**config.mk**
```make
export PLATFORM = sky130hd
export DESIGN_NAME = desc_timing_gen
export DESIGN_NICKNAME = d
export VERILOG_FILES = /design/src/rtl/vtg_pkg.sv /design/src/rtl/vtg_desc_store.sv /design/src/rtl/vtg_axis_ctr.sv /design/src/rtl/desc_timing_gen.sv
export SDC_FILE = /design/constraint.sdc
export NUM_CORES = 1
export LEC_CHECK = 0
export ABC_AREA = 1
export BUFFER_PORTS_ARGS = -buffer_cell sky130_fd_sc_hd__buf_2
export CAP_MARGIN = 10
export CELL_PAD_IN_SITES_DETAIL_PLACEMENT = 1
export CELL_PAD_IN_SITES_GLOBAL_PLACEMENT = 1
export CORE_UTILIZATION = 51
export CTS_CLUSTER_SIZE = 16
export DETAILED_ROUTE_END_ITERATION = 12
export PLACE_DENSITY_LB_ADDON = 0.1
export SKIP_CTS_REPAIR_TIMING = 1
export SYNTH_ARGS = -nofsm -noshare
export SYNTH_HDL_FRONTEND = slang
export SYNTH_HIERARCHICAL = 1
export SYNTH_SLANG_ARGS = --single-unit
```
**constraint.sdc**
```tcl
create_clock -name clk -period 13.7 [get_ports clk]
set_input_delay 1.37 -clock clk [delete_from_list [all_inputs] [get_ports clk]]
set_output_delay 1.37 -clock clk [all_outputs]
set_load 0.02 [all_outputs]
```
**src/rtl/vtg_pkg.sv**
```systemverilog
package vtg_pkg;
  localparam int DESC_BYTES = 20;
  localparam int ADDR_W     = 5;
  localparam int CNT_W      = 16;
  localparam int PORCH_W    = CNT_W - 1;
  localparam int RATE_W     = 24;

  typedef struct packed {
    logic [CNT_W-1:0]   act;
    logic [CNT_W-1:0]   blk;
    logic [PORCH_W-1:0] fp;
    logic [CNT_W-1:0]   sw;
    logic               pos;
  } axis_cfg_t;
endpackage

```
**src/rtl/vtg_desc_store.sv**
```systemverilog
module vtg_desc_store
  import vtg_pkg::*;
(
  input  logic              clk,
  input  logic              rst_n,
  input  logic              wr_en,
  input  logic [ADDR_W-1:0] wr_addr,
  input  logic [7:0]        wr_data,
  output axis_cfg_t         h_cfg,
  output axis_cfg_t         v_cfg,
  output logic [RATE_W-1:0] rate,
  output logic              preferred,
  output logic              cfg_ok
);
  localparam int SUM_W = CNT_W + 1;

  logic [7:0] mem [DESC_BYTES];

  always_ff @(posedge clk) begin
    if (!rst_n) begin
      for (int i = 0; i < DESC_BYTES; i++) mem[i] <= 8'h00;
    end else if (wr_en && (int'(wr_addr) < DESC_BYTES)) begin
      mem[wr_addr] <= wr_data;
    end
  end

  function automatic axis_cfg_t unpack_axis(int base);
    axis_cfg_t c;
    c.act = {mem[base+1], mem[base]};
    c.blk = {mem[base+3], mem[base+2]};
    c.fp  = {mem[base+5][6:0], mem[base+4]};
    c.pos = mem[base+5][7];
    c.sw  = {mem[base+7], mem[base+6]};
    return c;
  endfunction

  function automatic logic axis_ok(axis_cfg_t c);
    logic [SUM_W-1:0] need;
    need = SUM_W'(c.fp) + SUM_W'(c.sw);
    return (c.act != '0) && (need <= SUM_W'(c.blk));
  endfunction

  logic interlaced;

  always_comb begin
    h_cfg      = unpack_axis(4);
    v_cfg      = unpack_axis(12);
    rate       = {mem[2], mem[1], mem[0]};
    preferred  = mem[3][7];
    interlaced = mem[3][4];
    cfg_ok     = !interlaced && axis_ok(h_cfg) && axis_ok(v_cfg);
  end
endmodule

```
**src/rtl/vtg_axis_ctr.sv**
```systemverilog
module vtg_axis_ctr
  import vtg_pkg::*;
(
  input  logic             clk,
  input  logic             rst_n,
  input  logic             clr,
  input  logic             adv,
  input  axis_cfg_t        cfg,
  output logic [CNT_W-1:0] cnt,
  output logic             last,
  output logic             in_act,
  output logic             sync_lvl
);
  localparam int SUM_W = CNT_W + 2;

  logic [SUM_W-1:0] tot, s_beg, s_end;
  logic             in_sync;

  always_comb begin
    tot      = SUM_W'(cfg.act) + SUM_W'(cfg.blk);
    s_beg    = SUM_W'(cfg.act) + SUM_W'(cfg.fp);
    s_end    = s_beg + SUM_W'(cfg.sw);
    last     = (SUM_W'(cnt) == tot - SUM_W'(1));
    in_act   = (cnt < cfg.act);
    in_sync  = (SUM_W'(cnt) >= s_beg) && (SUM_W'(cnt) < s_end);
    sync_lvl = ~(in_sync ^ cfg.pos);
  end

  always_ff @(posedge clk) begin
    if (!rst_n || clr)  cnt <= '0;
    else if (adv)       cnt <= last ? '0 : cnt + CNT_W'(1);
  end
endmodule

```
**src/rtl/desc_timing_gen.sv**
```systemverilog
module desc_timing_gen
  import vtg_pkg::*;
(
  input  logic                    clk,
  input  logic                    rst_n,
  input  logic                    cfg_valid,
  output logic                    cfg_ready,
  input  logic [vtg_pkg::ADDR_W-1:0] cfg_addr,
  input  logic [7:0]              cfg_data,
  input  logic                    start,
  input  logic                    stop,
  output logic                    hsync,
  output logic                    vsync,
  output logic                    de,
  output logic [vtg_pkg::CNT_W-1:0] pix_x,
  output logic [vtg_pkg::CNT_W-1:0] line_y,
  output logic                    running,
  output logic                    desc_err,
  output logic [vtg_pkg::RATE_W-1:0] pixel_rate_khz,
  output logic                    preferred
);
  axis_cfg_t h_cfg, v_cfg;
  logic      cfg_ok;
  logic      run_q, err_q;
  logic      halt_now;
  logic      h_last, h_act, h_lvl;
  logic      v_last, v_act, v_lvl;

  vtg_desc_store u_store (
    .clk       (clk),
    .rst_n     (rst_n),
    .wr_en     (cfg_valid && !run_q),
    .wr_addr   (cfg_addr),
    .wr_data   (cfg_data),
    .h_cfg     (h_cfg),
    .v_cfg     (v_cfg),
    .rate      (pixel_rate_khz),
    .preferred (preferred),
    .cfg_ok    (cfg_ok)
  );

  always_ff @(posedge clk) begin
    if (!rst_n) begin
      run_q <= 1'b0;
      err_q <= 1'b0;
    end else if (!run_q && start) begin
      run_q <= cfg_ok;
      err_q <= !cfg_ok;
    end else if (run_q && stop) begin
      run_q <= 1'b0;
    end
  end

  assign halt_now = !run_q || stop;

  vtg_axis_ctr u_hctr (
    .clk      (clk),
    .rst_n    (rst_n),
    .clr      (halt_now),
    .adv      (run_q),
    .cfg      (h_cfg),
    .cnt      (pix_x),
    .last     (h_last),
    .in_act   (h_act),
    .sync_lvl (h_lvl)
  );

  vtg_axis_ctr u_vctr (
    .clk      (clk),
    .rst_n    (rst_n),
    .clr      (halt_now),
    .adv      (run_q && h_last),
    .cfg      (v_cfg),
    .cnt      (line_y),
    .last     (v_last),
    .in_act   (v_act),
    .sync_lvl (v_lvl)
  );

  always_comb begin
    cfg_ready = !run_q;
    running   = run_q;
    desc_err  = err_q;
    de        = run_q && h_act && v_act;
    hsync     = run_q ? h_lvl : ~h_cfg.pos;
    vsync     = run_q ? v_lvl : ~v_cfg.pos;
  end
endmodule

```
==> impl_metrics.json <==
{
  "status": "complete, no violations",
  "postRouteAntennaNets": 0,
  "worst_hold_path_type": "flop to flop",
  "finalWorstPathRequiredPeriod_ns": 6.72,
  "number_of_instances_in_the_placed_design": 2895,
  "setup-tns-final_ns": 0,
  "die-height_um": 189,
  "coreArea_um2": 34500,
  "power.static_leakage_nw": 10.0,
  "detailroute.via_count": 16300,
  "worstPathMaxFanout": 4,
  "layout.nets": 2769,
  "port-buffer-count": 80,
  "die_width_um": 189,
  "max-slew-margin-rel": 0.261,
  "drt_iter0_markers": 927,
  "initial_utilization": 0.518,
  "grt_pass1_wl_um": 91100,
  "report.final.setup_viol": 0,
  "gr-usage-met3": 0.0430,
  "use_met1": 0.437,
  "row_count": 68,
  "global_route.usage.met2": 0.568,
  "r2r_setup_slack_ns": 8.85,
  "maxCapViolCount": 0,
  "placer_s_final_routability_congestion_estimate": 0.885,
  "timing.hold.worst_path_depth": 2,
  "overflow": 0,
  "grt_max_degree": 26,
  "drt-total-wl_um": 58300,
  "maxSlewViolCount": 0,
  "io_pins": 81,
  "max_vdd_drop_uv": 90.7,
  "cpMaxStageDelayCell": "sky130_fd_sc_hd__o21ai_0",
  "drive_above_1_share": 0.0744,
  "clock_skew_ns": 0.0144,
  "grt_antenna_before_repair": 1,
  "worst-path-buf-inv": 3,
  "wl_per_cell_um": 19.9,
  "worst_ep_required_time_ns": 12.33,
  "path_common_cell": "sky130_fd_sc_hd__nand2_1",
  "cts.root.buffer_cell": "sky130_fd_sc_hd__clkbuf_16",
  "worstSetupPathType": "flop to output pin",
  "synthesis.area_um2": 17900,
  "cts_tree": "yes",
  "final-hold-violation-count": 0,
  "critical_path.reg2reg.startpoint": "u_store/mem[4][1]$_SDFFCE_PN0P_",
  "maximum_level_of_the_cts_h_tree": 4,
  "firstDrtPassIters": 5,
  "p_total_w": 0.00161,
  "layout_worst_path_cycle_share": 0.491,
  "busiest_layer": "met2",
  "critPathTopFamily": "compound AO/OA/AOI/OAI gates",
  "path_clk_slew_ns": 0.08,
  "setup.worst_path.start_class": "flop",
  "post_drt_via_cell_ratio": 5.57,
  "instances_no_fill": 2928,
  "arrival_ns": 5.35,
  "max_stage_delay_ns": 0.49,
  "cts-root-to-sink-buffers": 2,
  "insertion_delay_ns": 0.46,
  "detail_route.drc_violations": 0,
  "endpoint_kind": "output pin",
  "rsz0062_at_grt": "no",
  "cts_inserted_buffers": 17,
  "worst_r2r_endpoint": "u_vctr/cnt[15]$_SDFFE_PP0P_",
  "grt.total_usage": 0.332,
  "fmaxAchievable_ghz": 0.149,
  "worst-slew-pin-transition_ns": 1.11,
  "yosys_warnings": 6,
  "dp_hpwl_um": 46800,
  "worst_hold_startpoint": "desc_err$_SDFFE_PN0P_",
  "cell_count_after_synthesis": 2377,
  "syn-mean-instance-area_um2": 7.53,
  "worstHoldEndpoint": "desc_err$_SDFFE_PN0P_",
  "power_density_nw_per_um2": 83.5,
  "rr_worst_depth": 27,
  "first_global_vias": 17100,
  "area.growth.synth_to_final_pct": 8.09,
  "mappedNetlistNets": 2687,
  "die_outline_area_um2": 35800,
  "cts_num_sinks": 188
}
==> report_power, final <==
| group | internal, W | switching [W] |
|---|---|---|
| registers | 0.000633 | 0.0000180 |
| clock network | 0.000257 | 0.000255 |
| logic | 0.000155 | 0.000296 |
| total | 0.00105 | 0.000569 |
==> worst reg2reg max path, stage by stage (launching register included) <==
cell,delay (ns)
sky130_fd_sc_hd__edfxtp_1,0.39
sky130_fd_sc_hd__inv_1,0.11
sky130_fd_sc_hd__ha_1,0.30
sky130_fd_sc_hd__inv_1,0.05
sky130_fd_sc_hd__ha_1,0.25
sky130_fd_sc_hd__fa_1,0.47
sky130_fd_sc_hd__nand3_1,0.13
sky130_fd_sc_hd__nand3_2,0.16
sky130_fd_sc_hd__nand3_1,0.14
sky130_fd_sc_hd__nand3_1,0.10
sky130_fd_sc_hd__nand2_1,0.10
sky130_fd_sc_hd__nand2_1,0.05
sky130_fd_sc_hd__nand2_1,0.06
sky130_fd_sc_hd__nand2_1,0.10
sky130_fd_sc_hd__nor4_1,0.26
sky130_fd_sc_hd__nand2_1,0.08
sky130_fd_sc_hd__nor2_1,0.22
sky130_fd_sc_hd__nand2_1,0.08
sky130_fd_sc_hd__inv_1,0.24
sky130_fd_sc_hd__nand4_1,0.21
sky130_fd_sc_hd__nor3_2,0.21
sky130_fd_sc_hd__nand2_1,0.09
sky130_fd_sc_hd__nor2_2,0.21
sky130_fd_sc_hd__nand3_1,0.26
sky130_fd_sc_hd__nor3_2,0.20
sky130_fd_sc_hd__xor2_1,0.16
sky130_fd_sc_hd__inv_1,0.05
sky130_fd_sc_hd__nor2_1,0.10
==> worst max path at each step <==
stage,start,endpoint,slack [ns],cells after the start
after CTS,u_store/mem[4][0]$_SDFFCE_PN0P_,hsync,6.96,29
after global placement,u_store/mem[4][0]$_SDFFCE_PN0P_,hsync,7.68,30
after floorplan,u_store/mem[4][0]$_SDFFCE_PN0P_,hsync,8.25,29
final,u_store/mem[4][0]$_SDFFCE_PN0P_,hsync,6.98,29
after detailed placement,u_store/mem[4][0]$_SDFFCE_PN0P_,hsync,7.50,29
after global routing,u_store/mem[4][0]$_SDFFCE_PN0P_,hsync,6.48,29
==> placed cells by master (no fill, tap or decap), types with 34 or more instances in the layout <==
master / n
sky130_fd_sc_hd__inv_1: 431
sky130_fd_sc_hd__ha_1: 284
sky130_fd_sc_hd__edfxtp_1: 154
sky130_fd_sc_hd__xnor2_1: 45
sky130_fd_sc_hd__nand4_1: 37
sky130_fd_sc_hd__a21oi_1: 150
sky130_fd_sc_hd__nand2_1: 511
sky130_fd_sc_hd__dfxtp_1: 34
sky130_fd_sc_hd__nand3_1: 94
sky130_fd_sc_hd__o21ai_0: 37
sky130_fd_sc_hd__buf_2: 80
sky130_fd_sc_hd__nor2_1: 305
sky130_fd_sc_hd__xor2_1: 90
==> layout make-up <==
class	instances	area (um2)
fill	4450	15200
multi-input combinational	1731	10800
sequential	188	5310
inverter	439	1650
tap	455	569
clock buffer	17	425
timing repair buffer	82	415
clock inverter	15	155
antenna	1	2.50
==> per-stage QoR <==
| stage | util | setup slack, ns | hold WS, ns | cell area [um2] |
|---|---|---|---|---|
| 6_report | 0.560 | 6.98 | 0.502 | 19300 |
| 5_1_grt | 0.560 | 6.48 | 0.539 | 19300 |
| 4_1_cts | 0.560 | 6.96 | 0.509 | 19300 |
| 3_5_place_dp | 0.543 | 7.50 | 0.492 | 18800 |
| 3_3_place_gp | 0.543 | 7.68 | 0.459 | 18800 |
| 2_1_floorplan | - | 8.25 | 0.573 | 17900 |
==> per-layer routing <==
layer	vias up	share of wire
met2	384	0.47
li1	7859	-
met4	0	0.021
met3	75	0.052
met5	-	0
met1	7980	0.46
==> state kept, by name, summed over array words and instances (netlist names) <==
| name | cells |
|---|---|
| desc_err | 1 |
| running | 1 |
| u_hctr/cnt | 16 |
| u_store/mem | 154 |
| u_vctr/cnt | 16 |
No activity file was read; power rests on OpenSTA's default activity.
